**config.mk**
```make
export PLATFORM = sky130hd
export DESIGN_NAME = cipher_seq_status
export DESIGN_NICKNAME = d
export VERILOG_FILES = /design/src/rtl/cipher_seq_pkg.sv /design/src/rtl/seq_fsm.sv /design/src/rtl/stub_datapath.sv /design/src/rtl/status_flags.sv /design/src/rtl/cipher_seq_status.sv
export SDC_FILE = /design/constraint.sdc
export NUM_CORES = 1
export LEC_CHECK = 0
export CAP_MARGIN = 20
export CORE_MARGIN = 10
export CORE_UTILIZATION = 57
export CTS_CLUSTER_SIZE = 10
export DETAILED_ROUTE_END_ITERATION = 10
export PLACE_DENSITY = 0.85
export SKIP_CTS_REPAIR_TIMING = 1
export SYNTH_ARGS = -nofsm -noshare
export SYNTH_HDL_FRONTEND = slang
export SYNTH_SLANG_ARGS = --single-unit
```
**constraint.sdc**
```tcl
create_clock -name clk -period 5.3 [get_ports clk]
set_input_delay 1.06 -clock clk [delete_from_list [all_inputs] [get_ports clk]]
set_output_delay 1.06 -clock clk [all_outputs]
set_load 0.02 [all_outputs]
```
**src/rtl/cipher_seq_pkg.sv**
```systemverilog
package cipher_seq_pkg;

  typedef enum logic [1:0] {
    PH_LOAD   = 2'd0,
    PH_RUN    = 2'd1,
    PH_UNLOAD = 2'd2
  } phase_e;

  localparam int ADDR_W = 2;

  localparam logic [ADDR_W-1:0] A_CTRL = 2'd0;
  localparam logic [ADDR_W-1:0] A_STAT = 2'd1;
  localparam logic [ADDR_W-1:0] A_DIN  = 2'd2;
  localparam logic [ADDR_W-1:0] A_DOUT = 2'd3;

  // control register bit positions
  localparam int C_EN   = 0;
  localparam int C_DIE  = 1;
  localparam int C_EIE  = 2;
  localparam int C_ODMA = 3;
  localparam int C_DCLR = 4;
  localparam int C_ECLR = 5;
  localparam int CTRL_W = 4;

endpackage

```
**src/rtl/seq_fsm.sv**
```systemverilog
module seq_fsm
  import cipher_seq_pkg::*;
#(
  parameter int WORDS   = 4,
  parameter int LATENCY = 10,
  localparam int IDX_W  = $clog2(WORDS),
  localparam int LAT_W  = $clog2(LATENCY + 1)
) (
  input  logic             clk,
  input  logic             rst,
  input  logic             enable,
  input  logic             din_wr,
  input  logic             dout_rd,
  output phase_e           phase,
  output logic [IDX_W-1:0] word_idx,
  output logic             din_take,
  output logic             dout_give,
  output logic             done_pulse,
  output logic             busy,
  output logic             rd_err_set,
  output logic             wr_err_set
);

  localparam logic [IDX_W-1:0] IDX_LAST = IDX_W'(WORDS - 1);
  localparam logic [LAT_W-1:0] LAT_LAST = LAT_W'(LATENCY - 1);

  logic [LAT_W-1:0] lat_cnt;

  assign busy       = (phase == PH_RUN);
  assign din_take   = din_wr && (phase == PH_LOAD) && enable;
  assign wr_err_set = din_wr && (phase != PH_LOAD);
  assign dout_give  = dout_rd && (phase == PH_UNLOAD);
  assign rd_err_set = dout_rd && (phase != PH_UNLOAD);
  assign done_pulse = enable && (phase == PH_RUN) && (lat_cnt == LAT_LAST);

  always_ff @(posedge clk) begin
    if (rst || !enable) begin
      phase    <= PH_LOAD;
      word_idx <= '0;
      lat_cnt  <= '0;
    end else begin
      case (phase)
        PH_LOAD: begin
          if (din_wr) begin
            if (word_idx == IDX_LAST) begin
              word_idx <= '0;
              lat_cnt  <= '0;
              phase    <= PH_RUN;
            end else begin
              word_idx <= word_idx + 1'b1;
            end
          end
        end
        PH_RUN: begin
          if (lat_cnt == LAT_LAST) phase <= PH_UNLOAD;
          else lat_cnt <= lat_cnt + 1'b1;
        end
        PH_UNLOAD: begin
          if (dout_rd) begin
            if (word_idx == IDX_LAST) begin
              word_idx <= '0;
              phase    <= PH_LOAD;
            end else begin
              word_idx <= word_idx + 1'b1;
            end
          end
        end
        default: phase <= PH_LOAD;
      endcase
    end
  end


  busy_len_chk: assert property (@(posedge clk) disable iff (rst)
    ($fell(busy) && enable) |-> (phase == PH_UNLOAD));


  unload_wrap_chk: assert property (@(posedge clk) disable iff (rst || !enable)
    (dout_give && word_idx == IDX_LAST) |=> (phase == PH_LOAD));

endmodule

```
**src/rtl/stub_datapath.sv**
```systemverilog
module stub_datapath #(
  parameter int              WORDS  = 4,
  parameter int              DATA_W = 32,
  parameter logic [WORDS*DATA_W-1:0] KEY = '0,
  localparam int             IDX_W  = $clog2(WORDS)
) (
  input  logic              clk,
  input  logic              din_we,
  input  logic [IDX_W-1:0]  idx,
  input  logic [DATA_W-1:0] din,
  input  logic              capture,
  output logic [DATA_W-1:0] dout
);

  logic [DATA_W-1:0] in_mem  [WORDS];
  logic [DATA_W-1:0] out_mem [WORDS];

  always_ff @(posedge clk) begin
    if (din_we) in_mem[idx] <= din;
  end

  // word 0 pairs with the most significant key slice
  always_ff @(posedge clk) begin
    if (capture) begin
      for (int k = 0; k < WORDS; k++) begin
        out_mem[k] <= in_mem[k] ^ KEY[(WORDS-1-k)*DATA_W +: DATA_W];
      end
    end
  end

  assign dout = out_mem[idx];

endmodule

```
**src/rtl/status_flags.sv**
```systemverilog
module status_flags (
  input  logic clk,
  input  logic rst,
  input  logic done_set,
  input  logic rerr_set,
  input  logic werr_set,
  input  logic done_clr,
  input  logic err_clr,
  input  logic done_ie,
  input  logic err_ie,
  input  logic out_dma,
  output logic done,
  output logic rerr,
  output logic werr,
  output logic irq
);

  always_ff @(posedge clk) begin
    if (rst) begin
      done <= 1'b0;
      rerr <= 1'b0;
      werr <= 1'b0;
    end else begin
      done <= done_set | (done & ~done_clr);
      rerr <= rerr_set | (rerr & ~err_clr);
      werr <= werr_set | (werr & ~err_clr);
    end
  end

  assign irq = (done & done_ie & ~out_dma) | ((rerr | werr) & err_ie);


  done_set_wins_chk: assert property (@(posedge clk) disable iff (rst)
    done_set |=> done);


  err_clear_chk: assert property (@(posedge clk) disable iff (rst)
    (err_clr && !rerr_set && !werr_set) |=> (!rerr && !werr));

endmodule

```
**src/rtl/cipher_seq_status.sv**
```systemverilog
module cipher_seq_status
  import cipher_seq_pkg::*;
#(
  parameter int   WORDS   = 4,
  parameter int   DATA_W  = 32,
  parameter int   LATENCY = 10,
  parameter logic [WORDS*DATA_W-1:0] KEY = 128'h0F1E2D3C_4B5A6978_8796A5B4_C3D2E1F0,
  localparam int  IDX_W   = $clog2(WORDS)
) (
  input  logic              clk,
  input  logic              rst,
  input  logic              bus_wr,
  input  logic              bus_rd,
  input  logic [ADDR_W-1:0] bus_addr,
  input  logic [DATA_W-1:0] bus_wdata,
  output logic [DATA_W-1:0] bus_rdata,
  output logic              irq
);

  logic [CTRL_W-1:0] ctrl_q;
  logic              ctrl_wr, done_clr, err_clr;
  logic              din_wr, dout_rd;
  phase_e            phase;
  logic [IDX_W-1:0]  word_idx;
  logic              din_take, dout_give, done_pulse, busy;
  logic              rd_err_set, wr_err_set;
  logic              f_done, f_rerr, f_werr;
  logic [DATA_W-1:0] dp_dout;
  logic              wdata_unused;

  assign wdata_unused = ^bus_wdata[DATA_W-1:C_ECLR+1];

  assign ctrl_wr  = bus_wr && (bus_addr == A_CTRL);
  assign done_clr = ctrl_wr && bus_wdata[C_DCLR];
  assign err_clr  = ctrl_wr && bus_wdata[C_ECLR];
  assign din_wr   = bus_wr && (bus_addr == A_DIN);
  assign dout_rd  = bus_rd && (bus_addr == A_DOUT);

  always_ff @(posedge clk) begin
    if (rst) ctrl_q <= '0;
    else if (ctrl_wr) ctrl_q <= bus_wdata[CTRL_W-1:0];
  end

  seq_fsm #(.WORDS(WORDS), .LATENCY(LATENCY)) u_fsm (
    .clk        (clk),
    .rst        (rst),
    .enable     (ctrl_q[C_EN]),
    .din_wr     (din_wr),
    .dout_rd    (dout_rd),
    .phase      (phase),
    .word_idx   (word_idx),
    .din_take   (din_take),
    .dout_give  (dout_give),
    .done_pulse (done_pulse),
    .busy       (busy),
    .rd_err_set (rd_err_set),
    .wr_err_set (wr_err_set)
  );

  stub_datapath #(.WORDS(WORDS), .DATA_W(DATA_W), .KEY(KEY)) u_dp (
    .clk     (clk),
    .din_we  (din_take),
    .idx     (word_idx),
    .din     (bus_wdata),
    .capture (done_pulse),
    .dout    (dp_dout)
  );

  status_flags u_flags (
    .clk      (clk),
    .rst      (rst),
    .done_set (done_pulse),
    .rerr_set (rd_err_set),
    .werr_set (wr_err_set),
    .done_clr (done_clr),
    .err_clr  (err_clr),
    .done_ie  (ctrl_q[C_DIE]),
    .err_ie   (ctrl_q[C_EIE]),
    .out_dma  (ctrl_q[C_ODMA]),
    .done     (f_done),
    .rerr     (f_rerr),
    .werr     (f_werr),
    .irq      (irq)
  );

  always_ff @(posedge clk) begin
    if (rst || !bus_rd) begin
      bus_rdata <= '0;
    end else begin
      case (bus_addr)
        A_CTRL:  bus_rdata <= DATA_W'(ctrl_q);
        A_STAT:  bus_rdata <= DATA_W'({busy, f_werr, f_rerr, f_done});
        A_DOUT:  bus_rdata <= dout_give ? dp_dout : '0;
        default: bus_rdata <= '0;
      endcase
    end
  end


  early_read_zero_chk: assert property (@(posedge clk) disable iff (rst)
    (dout_rd && phase != PH_UNLOAD) |=> (bus_rdata == '0));


  late_write_flag_chk: assert property (@(posedge clk) disable iff (rst)
    (din_wr && phase != PH_LOAD) |=> f_werr);

endmodule

```
After elaboration in Yosys (flattened, before gate mapping)
Memories as Yosys holds them, arrays and structs flattened. A register that Yosys moved wholly into a read port is not among the register bits.
Cells that the tools add are included.
W data, S select, Z words.
{"block": "totals", "regBits": 47, "word_cells": 90, "out_inout_bits": 33, "mem_bits_rw": 256, "memories": 2, "in_bits": 38}
{"memory": "u_dp.in_mem", "depth": 4, "width": 32, "read_ports": 4, "rd_clocked_by_memory_dff": 0, "wr": 1, "line_no": "stub_datapath.sv:15", "text": "logic [DATA_W-1:0] in_mem [WORDS];"}
{"memory": "u_dp.out_mem", "depth": 4, "width": 32, "read_ports": 1, "rd_clocked_by_memory_dff": 1, "wr": 4, "line_no": "stub_datapath.sv:16", "text": "logic [DATA_W-1:0] out_mem [WORDS];"}
{"block": "classes", "reduce_logical": 24, "eq_ne": 14, "muxes": 22, "n_bitwise": 18, "add_sub_neg": 2}
{"operator": "$pmux W32 S3", "count": 1}
{"operator": "$not A16 Y16", "count": 4}
{"operator": "$mux W32", "count": 1}
{"operator": "$mux W2", "count": 10}
{"operator": "$logic_and A1 B1 Y1", "count": 12}
{"operator": "$mux W4", "count": 3}
{"operator": "$eq A2 B2 Y1 const B", "count": 4}
{"operator": "$ne A2 B2 Y1 const B", "count": 4}
{"operator": "$pmux W4 S2", "count": 1}
{"operator": "$and A1 B1 Y1", "count": 6}
{"operator": "$ne A2 B1 Y1 const B", "count": 3}
{"operator": "$pmux W2 S3", "count": 1}
{"operator": "$reduce_bool A2 Y1", "count": 3}
{"operator": "$or A1 B1 Y1", "count": 5}
{"operator": "$reduce_and A5 Y1", "count": 1}
{"operator": "$add A4 B1 Y4 const B", "count": 1}
{"operator": "$eq A2 B1 Y1 const B", "count": 2}
{"operator": "$eq A4 B4 Y1 const B", "count": 1}
{"operator": "$logic_not A2 Y1", "count": 2}
{"operator": "$mux W1", "count": 4}
{"operator": "$pmux W2 S2", "count": 1}
{"operator": "$reduce_and A4 Y1", "count": 1}
{"operator": "$not A1 Y1", "count": 3}
{"operator": "$reduce_and A3 Y1", "count": 1}
{"operator": "3 further kinds", "count": 5}

Logic depth before layout (Yosys ltp)
{"block": "logic_depth", "word_depth": 6, "depth_mapped": 5, "ltp_nobuf": 5}

Modules after synthesis
From an unflattened synthesis, not the netlist that was laid out.
{"block": "unflattened", "cells_unflattened": 565, "hier_area_um2": 10660.2}
{"module": "stub_datapath", "cells_per_inst": 364, "area_per_inst_um2": 8777.2, "instances": 1, "seq_area_each_um2": 7687.4}
{"module": "cipher_seq_status", "cells_per_inst": 131, "area_per_inst_um2": 1275.0, "instances": 1, "seq_area_each_um2": 720.7}
{"module": "seq_fsm", "cells_per_inst": 55, "area_per_inst_um2": 489.2, "instances": 1, "seq_area_each_um2": 160.2}
{"module": "status_flags", "cells_per_inst": 15, "area_per_inst_um2": 118.9, "instances": 1, "seq_area_each_um2": 60.1}

Worst setup path after synthesis
OpenSTA, ideal clock, no wires.
{"block": "synth_path", "path_type": "register to register", "from": "register u_fsm.lat_cnt[0]", "to": "register u_flags.done", "t_arrival_ns": 4.190, "synth_period_minus_slack_ns": 4.261, "required_ns": 5.229, "n_path_buf": 0, "path_slack_ns": 1.039, "setup_time_ns": 0.071, "stages_incl_launch_ff": 5, "cell_sequence": "dfxtp_1 > ha_1 > and3b_1 > and3_1 > o21ba_2"}
{"block": "synth_via", "elab_chain_len": 3}
{"item": "start: declaration", "line_no": "seq_fsm.sv:27", "text": "logic [LAT_W-1:0] lat_cnt;"}
{"item": "start signal: assignment", "line_no": "seq_fsm.sv:56", "text": "else lat_cnt <= lat_cnt + 1'b1;"}
{"item": "$eq A4 B4 Y1", "line_no": "seq_fsm.sv:34", "text": "assign done_pulse = enable && (phase == PH_RUN) && (lat_cnt == LAT_LAST);"}
{"item": "$logic_and A1 B1 Y1", "line_no": "seq_fsm.sv:34"}
{"item": "named net done_pulse", "line_no": "cipher_seq_status.sv:25", "text": "logic din_take, dout_give, done_pulse, busy;"}
{"item": "$or A1 B1 Y1", "line_no": "status_flags.sv:24", "text": "done <= done_set | (done & ~done_clr);"}
{"item": "end signal: assignment", "line_no": "status_flags.sv:24"}
{"item": "end: declaration", "line_no": "status_flags.sv:12", "text": "output logic done,"}
The timed path passes the listed nets, and every way through them passes these cells.
A chain may end at the register's enable or synchronous reset.

Final worst setup path
{"block": "layout_path", "from": "input port bus_addr[0]", "to": "memory u_dp.in_mem[0][17] (enable)"}
{"block": "layout_via", "elab_chain_len": 6}
{"item": "start: declaration", "line_no": "cipher_seq_status.sv:14", "text": "input logic [ADDR_W-1:0] bus_addr,"}
{"item": "$eq A2 B2 Y1", "line_no": "cipher_seq_status.sv:36", "text": "assign din_wr = bus_wr && (bus_addr == A_DIN);"}
{"item": "$logic_and A1 B1 Y1", "line_no": "cipher_seq_status.sv:36"}
{"item": "$logic_and A1 B1 Y1 (2 in a row)", "line_no": "seq_fsm.sv:30", "text": "assign din_take = din_wr && (phase == PH_LOAD) && enable;"}
{"item": "$mux W1", "line_no": "stub_datapath.sv:19", "text": "if (din_we) in_mem[idx] <= din;"}
{"item": "$mux W1 (implied by the code)", "line_no": "stub_datapath.sv:19"}
{"item": "end: declaration", "line_no": "stub_datapath.sv:15"}
Every way passes these cells.

==> impl_results.md <==
- Yosys warnings: 0
- Critical path launch point: bus_addr[0]
- RSZ-0062 raised after global routing: no
- Routed vias: between 4000 and 5000
- Share of post-route cells with drive strength above 1: between 10% and 20%
- Xor-xnor portion of the synthesized cell area: less than 1%
- CTS tree: done
- Detail-routed via count per cell: between 5 and 6
- Drt initial violations: 519
- Avg Inst Size Synth: about 20 um2
- Final clock period utilization by the worst path: about three fifths
- Vias in the first global route: 5323
- Min-Delay Startpoint: u_dp.in_mem[2][29]
- Share of synthesized cell area in and, or, nand and nor gates: 4.33%
- Clock latency reported for the late side of the worst-skew pair: 500 ps
- Maximum vdd drop: roughly 0.25 mV
- Cell area reported after detailed placement: about 11000 um2
- Synth async-reset ratio: 0%
- Clock-pin transition on the worst setup and hold timing paths: approximately 50 ps
- Syn_nets: roughly 570
- WL final: just under 20000 um
- Capturing element type of the critical path: flop
- Fraction of synthesized area in multiplexers: just under 8%
- Total I/O pin count: 71
- Final routed DRC violation total: 0
- Number of nets in the layout: ~670
- Die extent in x: ~160 um
- Critical path class: input pin to flop
- Synthesized-area fraction occupied by ao, oa, aoi and oai cells: under 10%
- Final Setup Violations: 0
- Layout Cell Area excl Fill: 12500 um2
- Total overflow reported by the global router: 0
- Gp weighted congestion: 0.804
- Power density relative to cell area: slightly below 400 nW/um2
- Worst setup SP type: input pin
- Detail-routed net length per standard cell: between 20 and 25 um
- Count of buffers from port buffering: 70
- Maximum net fanout on the critical path: 32
- Static power due to leakage: 0.00423 uW
- Relative max-transition margin: between 30% and 40%
- Reg-to-Reg End: u_dp.out_mem[3][25]
- Number of flip-flops and latches in the synthesized netlist: around 310
- Hold EP: u_dp.out_mem[2][29]
- HPWL after DPL: 10500 um
- Outcome: finished, final reports clean
- Overall die height: around 160 um
- Clock skew after layout: 10.4 ps
- Maximum number of pins on one net before global-route repair: between 80 and 90
- Critical path arrival: between 3000 and 4000 ps
- Largest area contributor in the synthesized netlist: sky130_fd_sc_hd__edfxtp_1
- Number of CTS-inserted buffers: 36
- Main flop type after synthesis: sky130_fd_sc_hd__edfxtp_1
- Worst R2R Path Depth: 5
- Number of nets still failing antenna checks after routing: 0
- Total global-route track usage: roughly 17%
- Cells on Worst Hold Path: 0
- Final number of hold-violating endpoints: 0
- Post-Syn Area: roughly 10000 um2
- Sequential cell area fraction in the yosys report: between 80 and 90%
- Max-cap violations: 0
- Number of H-tree levels: 2
- Wire length of the first global-routing pass: about 31000 um
- Share of Yosys cell area claimed by the top area cell type: around three quarters
- Area added between synthesis and finish: 19.1%
- Number of cells produced by synthesis: between 500 and 600
- Number of placement rows: roughly 50
- Main combinational cell family by area after synthesis: multiplexers
- Area enclosed by the die boundary: approximately 24000 um2
- Post-synthesis share of cell area spent on full adders, half adders and majority gates: less than 1%
- Root buffer cell: sky130_fd_sc_hd__clkbuf_16
- Max Transition Viols Final: 0
- Count of different cell masters after synthesis: 41
- Starting utilization of the core area: about 58%
- Clock sink total: between 300 and 400
- Iteration count of the initial detailed-routing pass: 5
- Core ar.: about 18000 um2
- Peak clock frequency supported by timing: just over 300 MHz
- Initial antenna violation count: 2
- Synth area leaders: sky130_fd_sc_hd__edfxtp_1 (73%), sky130_fd_sc_hd__dfxtp_1 (9.4%), sky130_fd_sc_hd__mux4_2 (6.9%), sky130_fd_sc_hd__inv_1 (2.5%), sky130_fd_sc_hd__nor2b_1 (1.7%)
- Required time reported for the critical path endpoint: approximately 5400 ps
- Worst reg2reg startpoint: u_fsm.lat_cnt[0]
- Number of synthesized flops with an enable pin: ~260
- Kind of path behind the tightest hold check: flop to flop
- Tightest Pin Transition: approximately 970 ps
- Clk buf depth: 3
- Minimum setup slack among reg-to-reg paths: around 2600 ps
- Most used standard cells in the synthesized netlist: sky130_fd_sc_hd__edfxtp_1 (256), sky130_fd_sc_hd__inv_1 (71), sky130_fd_sc_hd__dfxtp_1 (49)
- Clock period minus final worst setup slack: approximately 3300 ps
- Sum of negative setup slack: 0 ps
- Most repeated cell in the gate-level netlist after synthesis: sky130_fd_sc_hd__edfxtp_1
placed cells by master (no fill, tap or decap), types with 2 or more instances in the layout:
cell                              synthesis  layout
sky130_fd_sc_hd__a21oi_1                  3       3
sky130_fd_sc_hd__and2_2                   0       4
sky130_fd_sc_hd__and2b_1                  2       2
sky130_fd_sc_hd__buf_4                    3       2
sky130_fd_sc_hd__clkbuf_1                 4      26
sky130_fd_sc_hd__clkbuf_16                0      37
sky130_fd_sc_hd__clkdlybuf4s50_1          0      70
sky130_fd_sc_hd__dfxtp_1                 49      47
sky130_fd_sc_hd__dfxtp_2                  0       2
sky130_fd_sc_hd__edfxtp_1               256     256
sky130_fd_sc_hd__ha_1                     6       6
sky130_fd_sc_hd__inv_1                   71      71
sky130_fd_sc_hd__mux2i_1                 10      10
sky130_fd_sc_hd__mux4_2                  32      32
sky130_fd_sc_hd__nand2_1                  9       9
sky130_fd_sc_hd__nand2b_1                 4       4
sky130_fd_sc_hd__nand3_1                  3       3
sky130_fd_sc_hd__nand3b_1                 2       2
sky130_fd_sc_hd__nor2_1                   7       7
sky130_fd_sc_hd__nor2b_1                 28      28
sky130_fd_sc_hd__o21ai_0                  3       3
sky130_fd_sc_hd__o22ai_1                  5       5
sky130_fd_sc_hd__or3_1                    2       2
sky130_fd_sc_hd__or3b_2                   2       2
sky130_fd_sc_hd__or4_1                    2       2
sequential cells by signal, summed over array words and instances, names as in the netlist, named ones only:
| name | cells |
|---|---|
| bus_rdata | 32 |
| u_fsm.lat_cnt | 4 |
| u_fsm.word_idx | 2 |
| u_flags.werr | 1 |
| u_fsm.phase | 2 |
| u_flags.done | 1 |
| u_dp.in_mem | 128 |
| u_flags.rerr | 1 |
| u_dp.out_mem | 128 |
| ctrl_q | 4 |
layer usage:
layer  global-route usage, %  wire (um)  vias to the layer above
met1                    20.8       7870                     2457
met4                    6.51        471                        0
met5                       0          0                        -
met3                    3.72       1250                       36
li1                        -          -                     2170
met2                    28.2      10200                      183
cells by family (layout without fill, tap and decap cells):
logic type                 count (synthesis)  count (layout)
adders and majority gates                  6               6
muxes                                     42              42
xor gates and xnor gates                   1               1
and+or+nand+nor                           73              73
buffers and inverters                     83             208
other                                      0               1
AOI/OAI and AO/OA                         19              19
DFF                                      305             305
where the power goes:
part           internal, uW  switching (uW)  leakage, uW
registers              2580            1.83      0.00270
logic                  31.1            27.8      0.00105
clock network          1300             870     0.000487
total                  3910             899      0.00423
stage by stage:
step	worst slack, ps	util, %	power, uW	std cells	hold slack, ps
5_1_grt	1840	69.3	4950	883	423
2_1_floorplan	1040	-	2650	529	400
6_report	2020	69.3	4810	884	412
3_5_place_dp	1570	63.5	2690	818	405
3_3_place_gp	1710	63.5	2690	818	401
4_1_cts	2050	69.2	4850	882	415
worst max-delay path, stage by stage:
cell                              delay [ps]
sky130_fd_sc_hd__clkdlybuf4s50_1         650
sky130_fd_sc_hd__nand3b_1                360
sky130_fd_sc_hd__nor4b_2                 440
sky130_fd_sc_hd__and2_2                  860
how the worst max path moves through the flow:
stage / endpoint / slack, ps
floorplan: u_flags.done / 1040
global placement: u_dp.in_mem[0][20] / 1710
detailed placement: u_dp.in_mem[0][20] / 1570
CTS: u_dp.in_mem[1][21] / 2050
global route: u_dp.in_mem[0][17] / 1840
finish: u_dp.in_mem[0][17] / 2020
cell type report:
type,count,area (um2)
Timing Repair Buffer,73,743
Antenna cell,1,2.50
Clock inverter,1,7.51
Clock buffer,63,1020
Tap cell,229,287
Sequential cell,305,8670
Fill cell,1068,5530
Inverter,71,267
Multi-Input combinational cell,141,1500
Power figures use the tool's default switching activity.
